## src/rtl/dma_rf_pkg.sv

```systemverilog
package dma_rf_pkg;
  localparam int BYTE_W = 8;
  localparam int REG_W  = 2 * BYTE_W;

  typedef enum logic {SEL_ADDR = 1'b0, SEL_CNT = 1'b1} pair_e;

  // Replace one half of a register with a bus byte.
  function automatic logic [REG_W-1:0] merge_byte(input logic [REG_W-1:0] old,
                                                  input logic [BYTE_W-1:0] b,
                                                  input logic hi);
    logic [REG_W-1:0] r;
    r = old;
    if (hi) r[REG_W-1:BYTE_W] = b;
    else    r[BYTE_W-1:0]     = b;
    return r;
  endfunction

  // Extract one half of a register for the bus.
  function automatic logic [BYTE_W-1:0] pick_byte(input logic [REG_W-1:0] v,
                                                  input logic hi);
    return hi ? v[REG_W-1:BYTE_W] : v[BYTE_W-1:0];
  endfunction
endpackage

```

## src/rtl/dma_rf_decode.sv

```systemverilog
module dma_rf_decode import dma_rf_pkg::*; #(
  parameter int CHW = 2
) (
  input  logic           clk,
  input  logic           rst_n,
  input  logic           cs_n,
  input  logic           rd_n,
  input  logic           wr_n,
  input  logic [CHW+1:0] addr,
  output logic           wr_fire,
  output logic           acc_end,
  output logic           rd_sel,
  output logic [CHW-1:0] chan,
  output pair_e          pair
);
  logic acc_rd, acc_wr, rd_q, wr_q;

  assign acc_rd = !cs_n && !rd_n &&  wr_n && !addr[CHW+1];
  assign acc_wr = !cs_n &&  rd_n && !wr_n && !addr[CHW+1];

  always_ff @(posedge clk or negedge rst_n) begin
    if (!rst_n) begin
      rd_q <= 1'b0;
      wr_q <= 1'b0;
    end else begin
      rd_q <= acc_rd;
      wr_q <= acc_wr;
    end
  end

  assign wr_fire = acc_wr && !wr_q;
  assign acc_end = (rd_q && !acc_rd) || (wr_q && !acc_wr);
  assign rd_sel  = acc_rd;
  assign chan    = addr[CHW:1];
  assign pair    = pair_e'(addr[0]);
endmodule

```

## src/rtl/dma_rf_ptr.sv

```systemverilog
module dma_rf_ptr (
  input  logic clk,
  input  logic rst_n,
  input  logic clr,
  input  logic flip,
  output logic hi_q
);
  always_ff @(posedge clk or negedge rst_n) begin
    if (!rst_n)    hi_q <= 1'b0;
    else if (clr)  hi_q <= 1'b0;
    else if (flip) hi_q <= ~hi_q;
  end
endmodule

```

## src/rtl/dma_rf_bank.sv

```systemverilog
module dma_rf_bank import dma_rf_pkg::*; #(
  parameter int NUM_CH = 4,
  parameter int CHW    = 2
) (
  input  logic                         clk,
  input  logic                         rst_n,
  input  logic                         wr_fire,
  input  logic [CHW-1:0]               chan,
  input  pair_e                        pair,
  input  logic                         hi,
  input  logic [BYTE_W-1:0]            wdata,
  input  logic                         ld_en,
  input  logic [CHW-1:0]               ld_chan,
  input  logic [REG_W-1:0]             ld_addr,
  input  logic [REG_W-1:0]             ld_count,
  output logic [NUM_CH-1:0][REG_W-1:0] base_addr,
  output logic [NUM_CH-1:0][REG_W-1:0] base_cnt,
  output logic [NUM_CH-1:0][REG_W-1:0] cur_addr,
  output logic [NUM_CH-1:0][REG_W-1:0] cur_cnt
);
  for (genvar c = 0; c < NUM_CH; c++) begin : g_ch
    logic             hit_a, hit_c, ld;
    logic [REG_W-1:0] ba_q, bc_q, ca_q, cc_q, ca_nx, cc_nx;

    assign hit_a = wr_fire && (chan == CHW'(c)) && (pair == SEL_ADDR);
    assign hit_c = wr_fire && (chan == CHW'(c)) && (pair == SEL_CNT);
    assign ld    = ld_en && (ld_chan == CHW'(c));

    always_comb begin
      ca_nx = ld ? ld_addr  : ca_q;
      cc_nx = ld ? ld_count : cc_q;
      if (hit_a) ca_nx = merge_byte(ca_nx, wdata, hi);
      if (hit_c) cc_nx = merge_byte(cc_nx, wdata, hi);
    end

    always_ff @(posedge clk or negedge rst_n) begin
      if (!rst_n) begin
        ba_q <= '0;
        bc_q <= '0;
        ca_q <= '0;
        cc_q <= '0;
      end else begin
        if (hit_a) ba_q <= merge_byte(ba_q, wdata, hi);
        if (hit_c) bc_q <= merge_byte(bc_q, wdata, hi);
        ca_q <= ca_nx;
        cc_q <= cc_nx;
      end
    end

    assign base_addr[c] = ba_q;
    assign base_cnt[c]  = bc_q;
    assign cur_addr[c]  = ca_q;
    assign cur_cnt[c]   = cc_q;
  end
endmodule

```

## src/rtl/dma_chan_regfile.sv

```systemverilog
module dma_chan_regfile import dma_rf_pkg::*; #(
  parameter  int NUM_CH = 4,
  localparam int CHW    = (NUM_CH > 1) ? $clog2(NUM_CH) : 1
) (
  input  logic              clk,
  input  logic              rst_n,
  input  logic              cs_n,
  input  logic              rd_n,
  input  logic              wr_n,
  input  logic [CHW+1:0]    addr,
  input  logic [BYTE_W-1:0] wdata,
  output logic [BYTE_W-1:0] rdata,
  output logic              rdata_oe,
  input  logic              ptr_clr,
  input  logic              ld_en,
  input  logic [CHW-1:0]    ld_chan,
  input  logic [REG_W-1:0]  ld_addr,
  input  logic [REG_W-1:0]  ld_count,
  input  logic [CHW-1:0]    eng_sel,
  output logic [REG_W-1:0]  eng_base_addr,
  output logic [REG_W-1:0]  eng_base_count,
  output logic [REG_W-1:0]  eng_cur_addr,
  output logic [REG_W-1:0]  eng_cur_count
);
  // Named internal events, observed by the bound checker.
  logic                         wr_fire, acc_end, rd_sel, hi_q;
  logic [CHW-1:0]               chan;
  pair_e                        pair;
  logic [NUM_CH-1:0][REG_W-1:0] base_addr, base_cnt, cur_addr, cur_cnt;
  logic [REG_W-1:0]             sel_val;

  dma_rf_decode #(.CHW(CHW)) u_dec (
    .clk(clk), .rst_n(rst_n), .cs_n(cs_n), .rd_n(rd_n), .wr_n(wr_n),
    .addr(addr), .wr_fire(wr_fire), .acc_end(acc_end), .rd_sel(rd_sel),
    .chan(chan), .pair(pair)
  );

  dma_rf_ptr u_ptr (
    .clk(clk), .rst_n(rst_n), .clr(ptr_clr), .flip(acc_end), .hi_q(hi_q)
  );

  dma_rf_bank #(.NUM_CH(NUM_CH), .CHW(CHW)) u_bank (
    .clk(clk), .rst_n(rst_n), .wr_fire(wr_fire), .chan(chan), .pair(pair),
    .hi(hi_q), .wdata(wdata), .ld_en(ld_en), .ld_chan(ld_chan),
    .ld_addr(ld_addr), .ld_count(ld_count), .base_addr(base_addr),
    .base_cnt(base_cnt), .cur_addr(cur_addr), .cur_cnt(cur_cnt)
  );

  assign sel_val  = (pair == SEL_CNT) ? cur_cnt[chan] : cur_addr[chan];
  assign rdata    = rd_sel ? pick_byte(sel_val, hi_q) : '0;
  assign rdata_oe = !cs_n && !rd_n;

  assign eng_base_addr  = base_addr[eng_sel];
  assign eng_base_count = base_cnt[eng_sel];
  assign eng_cur_addr   = cur_addr[eng_sel];
  assign eng_cur_count  = cur_cnt[eng_sel];
endmodule

```

## config.mk

```make
export PLATFORM = sky130hd
export DESIGN_NAME = dma_chan_regfile
export DESIGN_NICKNAME = d
export VERILOG_FILES = /design/src/rtl/dma_rf_pkg.sv /design/src/rtl/dma_rf_decode.sv /design/src/rtl/dma_rf_ptr.sv /design/src/rtl/dma_rf_bank.sv /design/src/rtl/dma_chan_regfile.sv
export SDC_FILE = /design/constraint.sdc
export NUM_CORES = 1
export LEC_CHECK = 0
export BUFFER_PORTS_ARGS = -buffer_cell sky130_fd_sc_hd__buf_4
export CORE_MARGIN = 2
export CORE_UTILIZATION = 60
export CTS_CLUSTER_SIZE = 40
export DETAILED_ROUTE_END_ITERATION = 7
export GPL_TIMING_DRIVEN = 0
export PLACE_DENSITY = 0.8
export SYNTH_ARGS = -nofsm -noshare
export SYNTH_HDL_FRONTEND = slang
export SYNTH_HIERARCHICAL = 1
export SYNTH_SLANG_ARGS = --single-unit
```

## constraint.sdc

```tcl
create_clock -name clk -period 1.8 [get_ports clk]
set_input_delay 0 -clock clk [delete_from_list [all_inputs] [get_ports clk]]
set_output_delay 0 -clock clk [all_outputs]
set_load 0.05 [all_outputs]
```

# == Word-level counts from Yosys, hierarchy flattened ==
# Cells that the tools add are included.
# op_classes
div_mod_pow,0
n_addsub,0
n_eq_ne,6
muxes,49
mul,0
reduce_logical,52
shifts,0
order_cmp,2
bitwise,2
# ops
operator,n
$mux W16,23
$bmux W16 S2,6
$mux W8,18
$reduce_and A2 Y1,16
$logic_and A1 B1 Y1,25
$eq A2 B2 Y1 const B,4
$logic_not A1 Y1,7
$lt A2 B3 Y1 const B,2
$eq A2 B1 Y1 const B,2
$logic_not A2 Y1,2
$mux W1,2
$not A1 Y1,2
$reduce_bool A2 Y1,1
$logic_or A1 B1 Y1,1
# word_totals
word_cells,138
mem_bits_rw,0
inputBits,55
latch_bits,0
out_inout_bits,73
mem_bits_ro,0
n_memories,0
register_bits,259

# == Logic depth before layout (Yosys ltp) ==
# depth
ltp_word,9
ltp_mapped,8
mapped_depth_nobuf,5

# == By module ==
# Netlist, hierarchy kept.
# by_module_without_submodules
module,area_each_um2,seq_area_each_um2,n_inst,cells_each
dma_rf_bank,11028.1,6406.1,1,1001
dma_chan_regfile,2631.3,0.0,1,192
dma_rf_decode,143.9,50.0,1,11
dma_rf_ptr,37.5,25.0,1,3

# == Worst setup path before layout ==
# No wires, ideal clock.
# synth_timing
path_type,register to output
from,register u_ptr.hi_q
to,output rdata[1]
n_path_buf,0
slack_ps,-152
required_ps,1800
arrival_time_ps,1952
path_stages_with_launch,5
cell_sequence,dfrtp_1 -> nand2_1 -> a21oi_1 -> o21ai_0 -> o21ai_0
# synth_via
elab_chain_len,2
# synth_rtl
item,line_no,rtl
start: declaration,dma_rf_ptr.sv:6,output logic hi_q
start signal: assignment,dma_rf_ptr.sv:11,else if (flip) hi_q <= ~hi_q;
$mux W8,dma_rf_pkg.sv:21,return hi ? v[REG_W-1:BYTE_W] : v[BYTE_W-1:0];
$mux W8,dma_chan_regfile.sv:50,"assign rdata = rd_sel ? pick_byte(sel_val, hi_q) : '0;"
end: declaration,dma_chan_regfile.sv:12,"output logic [BYTE_W-1:0] rdata,"
# Every way passes these cells.

# == Final worst setup path ==
# layout_timing
from,register u_bank.g_ch[1].cc_q[11]
to,output rdata[3]
# layout_via
elab_chain_len,5
# layout_rtl
item,line_no,rtl
start: declaration,dma_rf_bank.sv:23,"logic [REG_W-1:0] ba_q, bc_q, ca_q, cc_q, ca_nx, cc_nx;"
start signal: assignment,dma_rf_bank.sv:46,cc_q <= cc_nx;
$bmux W16 S2,dma_chan_regfile.sv:49,assign sel_val = (pair == SEL_CNT) ? cur_cnt[chan] : cur_addr[chan];
$mux W16 (not written as such),dma_chan_regfile.sv:49,
$mux W16,dma_chan_regfile.sv:49,
$mux W8,dma_rf_pkg.sv:21,
$mux W8,dma_chan_regfile.sv:50,
# Every way passes these cells. The select of a mux whose other input is x is not followed.

==> flow_metrics.env <==
export IMPL_status="finished with violations"
export IMPL_violations="setup timing"
export IMPL_grtUsageTotal_pct=40.01
export IMPL_wl_met2_um=21690
export IMPL_coreArea_um2=22640
export IMPL_clock_sinks=259
export IMPL_io_pins=128
export IMPL_max_vdd_ir_drop_mv=0.8101
export IMPL_end_kind="output port"
export IMPL_clk_latency_ns=0.55
export IMPL_syn_cell_area_um2=13840
export IMPL_final_cell_mix="255 x dfrtp_1, 157 x o21ai_0, 151 x mux2i_1, 133 x buf_4, 130 x inv_1"
export IMPL_fin_worst_skew_ns=0.01471
export IMPL_antenna_cells=0
export IMPL_dp_cells=1608
export IMPL_die_h_um=155.9
export IMPL_period_needed_ns=2.109
export IMPL_drtAntennaViolNets=0
export IMPL_final_common_cell="dfrtp_1"
export IMPL_pre_cts_slack_ns=-0.2729
export IMPL_grt_pass1_vias=11890
export IMPL_drt_met1_wl_um=17150
export IMPL_start_util_pct=61.13
export IMPL_cts_buffers_inserted=28
export IMPL_grt_overflow=0
export IMPL_crit_path_max_fanout=2
export IMPL_syn_inst=1207
export IMPL_drcViolationCount=0
export IMPL_ys_seq_area_share_pct=46.83
export IMPL_gp_congestion=1.012
export IMPL_r2r_setup_slack_ns=0.08
export IMPL_synth_nets=1262
export IMPL_vias=11700
export IMPL_die_w_um=155.9
export IMPL_finalSetupViolCount=11
export IMPL_tightest_slew_ns=0.9348
export IMPL_wl_met3_um=6182
export IMPL_cts_root_buf="clkbuf_16"
export IMPL_nets=1469
export IMPL_rsz0062_at_grt="true"
export IMPL_grt_pass1_wl_um=71910
export IMPL_drt_total_wl_um=47760
export IMPL_antenna_found_initial=1
export IMPL_maxSlewHeadroom_pct=37.68
export IMPL_first_iter_violations=1589
export IMPL_ys_ff_latch=259
export IMPL_n_fill_cell=1518
export IMPL_first_pass_iters=7
export IMPL_required_ns=1.80
export IMPL_std_cell_rows=55
export IMPL_power_density_nw_per_um2=1078
export IMPL_via_per_inst=6.803
export IMPL_synthToLayoutAreaGrowth_pct=22.19
export IMPL_setup_worst_path_class="flop to output port"
export IMPL_layout_drive_gt1_share_pct=31.08
export IMPL_p_leak_nw=8.014
export IMPL_worstSetupStartpointType="flop"
export IMPL_dieArea_um2=24300
export IMPL_post_route_period_util_pct=117.2
export IMPL_hold_viol_final=0
export IMPL_io_buffers=114
export IMPL_wl_per_cell_um=27.77
export IMPL_tritoncts="done"
export IMPL_layout_cells_non_filler=1720
export IMPL_clk_path_buf_depth=3
export IMPL_dr_max_layer_used="met5"
export IMPL_fmax_ghz=0.4742
export IMPL_drv_slew=0
export IMPL_syn_area_per_cell_um2=11.47
export IMPL_grt_max_degree=114
export IMPL_htreeDepth=1
export IMPL_maxCapViolations=0
export IMPL_worst_slack_ns=-0.3088
export IMPL_cp_arrival_ns=2.11
export IMPL_synth_cell_types=40
export IMPL_min_path_type="primary input to async pin"
export IMPL_dpl_hpwl_um=32730
export IMPL_cts_clk_slew_worst_paths_ns=0.07
export IMPL_yosysWarnings=6
==> synth_stat cells <==
| library cell | number | area (um^2) |
|---|---|---|
| mux4_2 | 75 | 1689 |
| mux4_1 | 6 | 157.7 |
| buf_12 | 1 | 20.02 |
| a21oi_1 | 8 | 40.04 |
| inv_1 | 130 | 488.0 |
| and2_1 | 2 | 12.51 |
| and2b_1 | 1 | 7.510 |
| o21ai_0 | 173 | 865.8 |
| buf_2 | 37 | 185.2 |
| o2111ai_1 | 1 | 8.760 |
| and2_2 | 1 | 7.510 |
| o21ai_2 | 44 | 385.4 |
| mux2i_1 | 151 | 1511 |
| o221ai_1 | 6 | 52.55 |
| and3b_1 | 2 | 17.52 |
| buf_1 | 1 | 3.750 |
| nand4_1 | 1 | 6.260 |
| dfrtp_1 | 259 | 6481 |
| nand3b_1 | 2 | 15.01 |
| nor3b_4 | 1 | 18.77 |
| nor2_2 | 1 | 6.260 |
| a22oi_1 | 7 | 52.55 |
| and3_1 | 1 | 6.260 |
| o211ai_1 | 1 | 7.510 |
| nor3b_2 | 1 | 12.51 |
| and2_4 | 14 | 122.6 |
| o21ai_1 | 41 | 205.2 |
| buf_4 | 11 | 82.58 |
| a2bb2oi_1 | 1 | 8.760 |
| nand2_1 | 9 | 33.78 |
| nand3_1 | 137 | 685.7 |
| nor2_1 | 5 | 18.77 |
| xnor2_1 | 1 | 8.760 |
| nand2b_1 | 6 | 37.54 |
| nor2b_1 | 5 | 31.28 |
| buf_6 | 24 | 270.3 |
| clkbuf_1 | 28 | 105.1 |
| mux2_2 | 7 | 78.83 |
| buf_8 | 3 | 45.04 |
| nor4b_4 | 2 | 47.55 |
==> final timing paths <==
kind / from / to / depth (start not counted)
max: u_bank/g_ch[1].cc_q[11] / rdata[3] / 5
min: rst_n / u_bank/g_ch[2].ba_q[13] / 3
max reg2reg: u_dec/wr_q / u_bank/g_ch[3].cc_q[2] / 6
min reg2reg: u_bank/g_ch[3].ba_q[6] / u_bank/g_ch[3].ba_q[6] / 2
max in group asynchronous: rst_n / u_ptr/hi_q / 4
min in group clk: addr[0] / u_bank/g_ch[1].ba_q[15] / 5
==> critical path, stage by stage (launching register included) <==
cell and delay, ns:
dfrtp_1 0.43, mux4_2 0.51, nor2b_4 0.15, a21oi_2 0.10, o211ai_1 0.13, buf_4 0.24
==> sequential cells by signal, summed over array words and instances, names as in the netlist <==
signal	flops
u_ptr/hi_q	1
u_dec/rd_q	1
u_bank/g_ch.bc_q	64
u_dec/wr_q	1
u_bank/g_ch.ba_q	64
u_bank/g_ch.cc_q	64
u_bank/g_ch.ca_q	64
==> report_power, final <==
| group | internal, mW | total [mW] | leakage [nW] | switching, mW |
|---|---|---|---|---|
| clock network | 3.55 | 5.92 | 0.469 | 2.38 |
| logic | 1.94 | 4.76 | 4.76 | 2.82 |
| registers | 6.77 | 7.55 | 2.79 | 0.777 |
==> cell families (layout without fill, tap and decap cells) <==
kind of cell	Yosys count	after routing	synth area share, %
multiplexers	239	239	24.83
AO/OA/AOI/OAI	282	282	11.75
AND/OR/NAND/NOR	191	191	7.856
flip-flops	259	259	46.83
buffers and inverters	235	463	8.669
XOR/XNOR	1	1	0.06329
==> through the flow <==
step	power, mW	utilization, %	setup TNS (ns)	area, um^2	hold WS (ns)
3_3_place_gp	11.81	66.49	-359.60	15050	0.1550
2_1_floorplan	10.38	-	0	13840	-0.2956
4_1_cts	18.06	73.71	-2.228	16690	0.001663
5_1_grt	18.82	74.70	-2.740	16910	0.03140
3_5_place_dp	11.97	66.76	-11.67	15120	-0.1010
6_report	18.23	74.70	-1.860	16910	0.008934
==> final cells by class <==
| type | count | area [um^2] | area share [%] |
|---|---|---|---|
| tap | 285 | 356.6 | 2.108 |
| inverter | 130 | 488.0 | 2.885 |
| clock buffer | 42 | 854.6 | 5.053 |
| sequential | 259 | 6486 | 38.35 |
| buffer | 105 | 795.8 | 4.705 |
| timing repair buffer | 177 | 1558 | 9.211 |
| multi-input combinational | 713 | 6274 | 37.09 |
| clock inverter | 9 | 100.1 | 0.5918 |
==> routing by layer <==
metal	vias to the layer above	global-route usage, %
li1	4738	-
met1	5811	53.93
met2	913	62.31
met3	238	10.42
met4	2	16.95
met5	-	0
==> repair_timing <==
| action | 4_1_cts | 5_1_grt |
|---|---|---|
| gates resized for setup | 39 | 78 |
| endpoints found under the hold margin | 284 | 0 |
| endpoints found under the setup margin | 98 | 268 |
| hold buffers | 43 | 0 |
| cloned | 0 | 0 |
| buffers inserted | 9 | 10 |
| pin swaps | 7 | 2 |
Note: power is estimated with default switching activity, not from simulation.
